`src/rtl/fracPwmPkg.sv`:
```
package fracPwmPkg;
  // strobes from control to datapath
  typedef struct packed {
    logic run;   // generator enabled
    logic load;  // copy pending settings into active copy this clock
  } pwmStrobe_t;
endpackage

```
`src/rtl/fracPwmCtrl.sv`:
```
module fracPwmCtrl
  import fracPwmPkg::*;
#(
  parameter int REG_W = 32,
  parameter int ACC_W = 16,
  parameter int DIV_W = 8
) (
  input  logic             clk,
  input  logic             rstN,
  input  logic             wrEn,
  input  logic [REG_W-1:0] wrData,
  input  logic             wrap,
  input  logic             idle,
  output pwmStrobe_t       strobe,
  output logic [ACC_W-1:0] pendBase,
  output logic [DIV_W-1:0] pendDiv,
  output logic [REG_W-1:0] rdData
);
  localparam int RUN_BIT  = REG_W - 1;
  localparam int REQ_BIT  = REG_W - 2;
  localparam int STEP_LSB = DIV_W;
  localparam int STEP_MSB = DIV_W + ACC_W - 1;

  logic runQ, reqQ;

  assign strobe.run  = runQ;
  assign strobe.load = reqQ && (wrap || idle);

  always_ff @(posedge clk) begin
    if (!rstN) begin
      runQ     <= 1'b0;
      reqQ     <= 1'b0;
      pendBase <= '0;
      pendDiv  <= '0;
    end else if (wrEn) begin
      runQ     <= wrData[RUN_BIT];
      reqQ     <= wrData[REQ_BIT];
      pendBase <= wrData[STEP_MSB:STEP_LSB];
      pendDiv  <= wrData[DIV_W-1:0];
    end else if (strobe.load) begin
      reqQ <= 1'b0;
    end
  end

  always_comb begin
    rdData                    = '0;
    rdData[RUN_BIT]           = runQ;
    rdData[REQ_BIT]           = reqQ;
    rdData[STEP_MSB:STEP_LSB] = pendBase;
    rdData[DIV_W-1:0]         = pendDiv;
  end


  idle_apply_chk: assert property (@(posedge clk) disable iff (!rstN)
    (reqQ && idle && !wrEn) |=> !reqQ);

  req_clear_chk: assert property (@(posedge clk) disable iff (!rstN)
    $fell(reqQ) |-> ($past(strobe.load) || $past(wrEn)));
endmodule

```
`src/rtl/fracPwmDp.sv`:
```
module fracPwmDp
  import fracPwmPkg::*;
#(
  parameter int ACC_W = 16,
  parameter int DIV_W = 8
) (
  input  logic             clk,
  input  logic             rstN,
  input  pwmStrobe_t       strobe,
  input  logic [ACC_W-1:0] pendBase,
  input  logic [DIV_W-1:0] pendDiv,
  output logic             wrap,
  output logic             idle,
  output logic             pwmOut
);
  localparam int TOP_LSB = ACC_W - DIV_W;

  logic [ACC_W-1:0] acc, activeBase;
  logic [DIV_W-1:0] activeDiv;
  logic [ACC_W:0]   accSum;
  logic             pwmQ;

  assign accSum = {1'b0, acc} + {1'b0, activeBase};
  assign wrap   = strobe.run && accSum[ACC_W];
  assign idle   = !strobe.run || (activeBase == '0);
  assign pwmOut = pwmQ;

  always_ff @(posedge clk) begin
    if (!rstN) begin
      activeBase <= '0;
      activeDiv  <= '0;
    end else if (strobe.load) begin
      activeBase <= pendBase;
      activeDiv  <= pendDiv;
    end
  end

  always_ff @(posedge clk) begin
    if (!rstN || !strobe.run) begin
      acc  <= '0;
      pwmQ <= 1'b0;
    end else begin
      acc  <= accSum[ACC_W-1:0];
      pwmQ <= (acc[ACC_W-1:TOP_LSB] >= activeDiv);
    end
  end


  stop_low_chk: assert property (@(posedge clk) disable iff (!rstN)
    !strobe.run |=> (acc == '0) && !pwmOut);

  zero_step_hold_chk: assert property (@(posedge clk) disable iff (!rstN)
    (strobe.run && activeBase == '0 && !strobe.load) |=> $stable(acc));

  active_hold_chk: assert property (@(posedge clk) disable iff (!rstN)
    !strobe.load |=> ($stable(activeBase) && $stable(activeDiv)));
endmodule

```
`src/rtl/fracPwmGen.sv`:
```
module fracPwmGen
  import fracPwmPkg::*;
#(
  parameter int REG_W = 32,
  parameter int ACC_W = 16,
  parameter int DIV_W = 8
) (
  input  logic             clk,
  input  logic             rstN,
  input  logic             wrEn,
  input  logic [REG_W-1:0] wrData,
  output logic [REG_W-1:0] rdData,
  output logic             pwmOut
);
  pwmStrobe_t       strobe;
  logic [ACC_W-1:0] pendBase;
  logic [DIV_W-1:0] pendDiv;
  logic             wrap, idle;

  fracPwmCtrl #(.REG_W(REG_W), .ACC_W(ACC_W), .DIV_W(DIV_W)) ctrl_i (
    .clk(clk), .rstN(rstN), .wrEn(wrEn), .wrData(wrData),
    .wrap(wrap), .idle(idle), .strobe(strobe),
    .pendBase(pendBase), .pendDiv(pendDiv), .rdData(rdData)
  );

  fracPwmDp #(.ACC_W(ACC_W), .DIV_W(DIV_W)) dp_i (
    .clk(clk), .rstN(rstN), .strobe(strobe),
    .pendBase(pendBase), .pendDiv(pendDiv),
    .wrap(wrap), .idle(idle), .pwmOut(pwmOut)
  );
endmodule

```
`config.mk`:
```
export PLATFORM = sky130hd
export DESIGN_NAME = fracPwmGen
export DESIGN_NICKNAME = d
export VERILOG_FILES = /design/src/rtl/fracPwmPkg.sv /design/src/rtl/fracPwmCtrl.sv /design/src/rtl/fracPwmDp.sv /design/src/rtl/fracPwmGen.sv
export SDC_FILE = /design/constraint.sdc
export NUM_CORES = 1
export LEC_CHECK = 0
export ABC_AREA = 1
export BUFFER_PORTS_ARGS = -buffer_cell sky130_fd_sc_hd__buf_4
export CAP_MARGIN = 25
export CORE_ASPECT_RATIO = 0.9
export CORE_UTILIZATION = 56
export DETAILED_ROUTE_END_ITERATION = 7
export PLACE_DENSITY = 0.87
export SLEW_MARGIN = 20
export SYNTH_ARGS = -nofsm -noshare
export SYNTH_HDL_FRONTEND = slang
export SYNTH_SLANG_ARGS = --single-unit
```
`constraint.sdc`:
```
create_clock -name clk -period 2.2 [get_ports clk]
set_clock_uncertainty 0.05 [all_clocks]
set_input_delay 0.11 -clock clk [delete_from_list [all_inputs] [get_ports clk]]
set_output_delay 0.11 -clock clk [all_outputs]
set_load 0.05 [all_outputs]
```
* Word-level counts from Yosys, hierarchy flattened
Index checks and enable logic that the tools add are counted.
Word-level totals: flip-flop bits (word level) 67, latch bits 0, memory bits (writable) 0, bits in read-only memories 0, input bits 35, output and inout port bits 33, memories 0
Cells by class: add/sub/neg operators 1, multipliers 0, div/mod/pow operators 0, magnitude comparators 1, equal/unequal tests 0, shift-type cells 0, mux-type cells 2, bitwise operators 0, reductions and logical operators 9
Operators by type and width (number):
- $add 16x16->17 | 1
- $logic_not 16->1 | 1
- $ge 8x8->1 | 1
- $logic_or 1x1->1 | 3
- $logic_and 1x1->1 | 2
- $logic_not 1->1 | 2
- $mux 1 | 2
- $reduce_bool 2->1 | 1

* Longest topological paths before layout
word-level depth 6, mapped depth 13, depth with buffers taken out 12

* Cells and area by module
A second synthesis with hierarchy kept.
Second synthesis, totals: cell total of the unflattened synthesis 512, area, all modules 3612.2 µm²
By module, submodules not included:
- fracPwmDp | times used 1, cells each 361, area each 2409.8 µm², seq. area each 820.8 µm²
- fracPwmCtrl | times used 1, cells each 151, area each 1202.4 µm², seq. area each 520.5 µm²

* Worst setup path after synthesis
OpenSTA, ideal clock, no wires.
path kind register -> register, start point register dp_i.activeBase[0], end point register dp_i.activeBase[10], setup time 0.113 ns, arrival 1.770 ns, data required time 2.037 ns, setup slack 0.267 ns, stages on the path, launching flop included 13, period minus slack after synthesis 1.933 ns, path through dfxtp_1 -> ha_1 -> fa_1 -> nand3_1 -> nand2_1 -> nand2_1 -> nand2_1 -> nand2_2 -> nand2_4 -> buf_8 -> buf_12 -> a21oi_2 -> nor2_1
Between the ends: longest elaborated chain between the ends 4, elaborated cells between the ends (all ways) 6, those cells by class add/sub: 1; reduce/logical: 5
Ends and longest elaborated chain:
- start: declaration | RTL line fracPwmDp.sv:18 | logic [ACC_W-1:0] acc, activeBase;
- start signal: assignment | RTL line fracPwmDp.sv:33 | activeBase <= pendBase;
- $add 16x16->17 / $logic_not 16->1 (equally long branches) | RTL line fracPwmDp.sv:23, fracPwmDp.sv:25
- $logic_and 1x1->1 / $logic_or 1x1->1 (equally long branches) | RTL line fracPwmDp.sv:24, fracPwmDp.sv:25
- $logic_or 1x1->1 * | RTL line fracPwmCtrl.sv:27 | assign strobe.load = reqQ && (wrap || idle);
- $logic_and 1x1->1 * | RTL line fracPwmCtrl.sv:27
Mark *: on every way between the ends. The rest lies on a longest branch, timed or not. A chain may end at the register's enable or synchronous reset.

* Worst setup path in the final report
start point register dp_i.activeBase[11], end point register dp_i.activeBase[12]
The elaborated chain is that of the path after synthesis.

==> metrics.sh <==
DRIVE_GT1_SHARE_PCT=18.80
CLOCK_TREE.ROOT_CELL='sky130_fd_sc_hd__clkbuf_8'
WORSTHOLDSTART='wrData[17]'
POWER.STATIC_LEAKAGE_nW=2.105
POWER.TOTAL_mW=3.242
POSTROUTEWIRELENGTH_UM=9733
TIMING.CRITICAL_PATH.FROM_TYPE='register'
CTS.SINKS=67
TOP_LEVEL_PORTS=68
DETAIL_ROUTE.DRC_VIOLATIONS=0
MAX_SLEW.WORST_PIN.SLEW_PS=504.4
LAYOUT.CELLS.NON_FILLER=656
FINAL_NET_COUNT=624
PERIOD_SHARE_PCT=95.42
TOTAL_VIA_COUNT_IN_THE_ROUTED_DESIGN=3603
SYNTHESIS.AREA_UM2=3602
DIEAREA_UM2=6757
CLKTRANSATPATHREGS_PS=80
FINAL-HOLD-VIOLATION-COUNT=0
POST_CTS_BUFFERS=0
SETUP_SLACK_OF_THE_WORST_REGISTER_TO_REGISTER_PATH_PS=100
GRT_FIRST_PASS_WIRELENGTH_UM=15810
DIE_X_UM=86.54
FINAL_MAX_SLEW_VIOL_COUNT=0
REG2REG_TO='dp_i.activeBase[12]'
SYN_INST=501
MIN_TO='ctrl_i.pendBase[9]'
INITIAL_UTILIZATION_PCT=58.59
DR.FIRST_ITER.DRC_COUNT=262
PIN_COUNT_OF_THE_BIGGEST_NET_ENTERING_GLOBAL_ROUTING=51
NUM_ROWS=27
MAX_SLEW_MARGIN_PCT=66.34
CHIPHEIGHT_UM=78.09
SYNTH_SEQ_CELLS=67
CLK_LAT_WORST_SKEW_PS=350
CLOCK_TREE_BUFFER_DEPTH=2
ANTENNA_FOUND_INITIAL=0
DRT_PASS1_ITERATIONS=5
IO_BUFFERS=55
AVGSYNTHCELLAREA_UM2=7.190
AREA.GROWTH.SYNTH_TO_FINAL_PCT=23.65
SYNTHDISTINCTLIBCELLS=32
YS_WARN_COUNT=0
STATUS='completed'
DP_HPWL_UM=5517
TIMING.HOLD.WORST.CLASS='in -> reg'
GP_ROUTABILITY_CONGESTION=0.8723
DP.CELLS=623
FMAX_MHz=476.4
CORE_AREA_UM2=6148
CRITICAL_PATH_ARRIVAL_PS=2330
HTREE_LEVELS=3
CRITPATHMAXFANOUT=24
DRT.ANTENNA.VIOLATING_NETS=0
POST_DRT_VIA_CELL_RATIO=5.492
TIMING_WORST_SETUP_PATH_TYPE='reg -> reg'
SETUP_VIOL=0
SYNTH_SEQUENTIAL_AREA_RATIO_PCT=37.24
CRITPATHCAPTURETYPE='register'
ROUTE.DETAILED.WL_PER_INST_UM=14.84
CTS_TREE='built'
WHS_PATH_DEPTH=3
NUMBER_OF_BUFFERS_CREATED_BY_CTS=9
GRTUSAGETOTAL_PCT=29.98
INSERTEDDIODECOUNT=0
REG2REGPATHDEPTH=11
MAXCAPVIOLATIONS=0
GRT.OVERFLOW.TOTAL=0
WORST_IR_DROP_VDD_mV=0.5980
CRITICAL_PATH.REG2REG.STARTPOINT='dp_i.activeBase[11]'
FINALCRITICALPERIOD_PS=2099
GRT_PASS1_VIAS=3427
WORST_EP_REQUIRED_TIME_PS=2430
POWERDENSITY_nW_PER_UM2=727.8
synth_stat cells:
library cell / n / share of area [%]
sky130_fd_sc_hd__buf_8: 1 / 0.42
sky130_fd_sc_hd__buf_12: 2 / 1.1
sky130_fd_sc_hd__nor2_1: 64 / 6.7
sky130_fd_sc_hd__or2_2: 1 / 0.17
sky130_fd_sc_hd__nand2_4: 1 / 0.31
sky130_fd_sc_hd__nand4_1: 2 / 0.35
sky130_fd_sc_hd__o21ai_0: 34 / 4.7
sky130_fd_sc_hd__xnor2_1: 1 / 0.24
sky130_fd_sc_hd__o31ai_1: 1 / 0.21
sky130_fd_sc_hd__conb_1: 1 / 0.10
sky130_fd_sc_hd__nor3_1: 3 / 0.42
sky130_fd_sc_hd__buf_1: 4 / 0.42
sky130_fd_sc_hd__o21a_1: 3 / 0.63
sky130_fd_sc_hd__nand3b_1: 1 / 0.21
sky130_fd_sc_hd__inv_1: 65 / 6.8
sky130_fd_sc_hd__nand3_1: 33 / 4.6
sky130_fd_sc_hd__clkbuf_1: 9 / 0.94
sky130_fd_sc_hd__nor2_4: 1 / 0.31
sky130_fd_sc_hd__a21oi_1: 54 / 7.5
sky130_fd_sc_hd__inv_2: 2 / 0.21
sky130_fd_sc_hd__nor3_2: 1 / 0.28
sky130_fd_sc_hd__buf_2: 3 / 0.42
sky130_fd_sc_hd__o21bai_1: 1 / 0.21
sky130_fd_sc_hd__dfxtp_1: 67 / 37
sky130_fd_sc_hd__fa_1: 1 / 0.56
sky130_fd_sc_hd__ha_1: 24 / 8.3
sky130_fd_sc_hd__nand2_1: 88 / 9.2
sky130_fd_sc_hd__buf_4: 10 / 2.1
sky130_fd_sc_hd__nand2_2: 1 / 0.17
sky130_fd_sc_hd__a21oi_2: 20 / 4.9
sky130_fd_sc_hd__a21o_1: 1 / 0.21
sky130_fd_sc_hd__and2_1: 1 / 0.17
worst max-delay path: stages (launching register included):
cell and delay [ps]:
sky130_fd_sc_hd__dfxtp_1 350, sky130_fd_sc_hd__ha_1 380, sky130_fd_sc_hd__a21oi_1 240, sky130_fd_sc_hd__nand2_1 120
sky130_fd_sc_hd__nand2_1 90, sky130_fd_sc_hd__nand2_1 100, sky130_fd_sc_hd__nor2_4 140, sky130_fd_sc_hd__nand2_4 90
sky130_fd_sc_hd__buf_16 170, sky130_fd_sc_hd__nand3_1 90, sky130_fd_sc_hd__nand2_1 70, sky130_fd_sc_hd__nor2_2 130
metrics by stage:
stage / hold slack [ps] / area, µm² / utilization (%) / setup WS [ps] / TNS, ps
2_1_floorplan: 194.9 / 3621 / - / 266.7 / 0
3_3_place_gp: 287.2 / 4018 / 65.34 / 187.6 / 0
3_5_place_dp: 292.4 / 4018 / 65.34 / 103.2 / 0
4_1_cts: 1.645 / 4414 / 71.79 / 29.66 / 0
5_1_grt: 35.34 / 4454 / 72.45 / -15.03 / -15.03
6_report: 22.83 / 4454 / 72.45 / 100.7 / 0
power by group:
group	leakage, nW	total, mW	internal (mW)	switching [mW]
Combinational	1.44	0.672	0.247	0.425
Sequential	0.551	1.35	1.28	0.0675
Clock	0.116	1.22	0.704	0.514
Total	2.11	3.24	2.24	1.01
per-layer routing:
layer,vias to the layer above,GRT usage [%],part of all wire [%],wire length (µm)
met5,-,0,0,0
met1,1638,37.74,42,4089
li1,1734,-,-,-
met2,194,48.57,46,4449
met3,37,6.309,8.7,844
met4,0,15.00,3.6,348
worst max-delay path by stage:
stage                        startpoint  slack (ps)  cells past startpoint                   to
global route         dp_i.activeBase[0]         -20                     12  dp_i.activeBase[12]
detailed placement   dp_i.activeBase[0]         100                     12    dp_i.activeDiv[4]
CTS                  dp_i.activeBase[0]          30                     12  dp_i.activeBase[12]
global placement     dp_i.activeBase[0]         190                     11   dp_i.activeBase[0]
finish              dp_i.activeBase[11]         100                     11  dp_i.activeBase[12]
floorplan            dp_i.activeBase[0]         270                     12  dp_i.activeBase[10]
repair_timing:
| action | 4_1_cts | 5_1_grt |
|---|---|---|
| gates resized for setup | 0 | 4 |
| hold buffers | 16 | 0 |
| endpoints found under the hold margin | 15 | 0 |
| endpoints found under the setup margin | 0 | 24 |
sequential cells by signal, indices dropped and copies added (netlist names):
name and cells:
ctrl_i.pendBase 16, ctrl_i.pendDiv 8, ctrl_i.reqQ 1, ctrl_i.runQ 1, dp_i.acc 16, dp_i.activeBase 16
dp_i.activeDiv 8, dp_i.pwmOut 1
layout by cell type, fill, tap and decap left out, types with 3 or more instances in the layout:
| master | synthesis | routed |
|---|---|---|
| sky130_fd_sc_hd__inv_1 | 65 | 65 |
| sky130_fd_sc_hd__nor3_1 | 3 | 3 |
| sky130_fd_sc_hd__conb_1 | 1 | 6 |
| sky130_fd_sc_hd__nand2_1 | 88 | 87 |
| sky130_fd_sc_hd__o21a_1 | 3 | 3 |
| sky130_fd_sc_hd__buf_4 | 10 | 56 |
| sky130_fd_sc_hd__dfxtp_1 | 67 | 66 |
| sky130_fd_sc_hd__a21oi_2 | 20 | 20 |
| sky130_fd_sc_hd__nor2_1 | 64 | 63 |
| sky130_fd_sc_hd__o21ai_0 | 34 | 34 |
| sky130_fd_sc_hd__a21oi_1 | 54 | 54 |
| sky130_fd_sc_hd__clkbuf_8 | 0 | 11 |
| sky130_fd_sc_hd__nand3_1 | 33 | 33 |
| sky130_fd_sc_hd__dlygate4sd3_1 | 0 | 16 |
| sky130_fd_sc_hd__ha_1 | 24 | 24 |
area by class of cell:
type,instances,area (µm²)
Inverter,67,251.5
Clock buffer,11,151.4
Tap cell,87,108.9
Sequential cell,67,1343
Multi-Input combinational cell,343,1842
Timing Repair Buffer,76,673.1
Clock inverter,5,85.08
Fill cell,410,1694
kinds of logic after synthesis:
group	synth area share (%)
simple gates	22.82
compound gates	18.34
buf+inv	12.36
flops	37.24
fa+ha+maj	8.892
xor+xnor	0.2432
other cells	0.1041
Note: power is estimated with default switching activity, not from simulation.
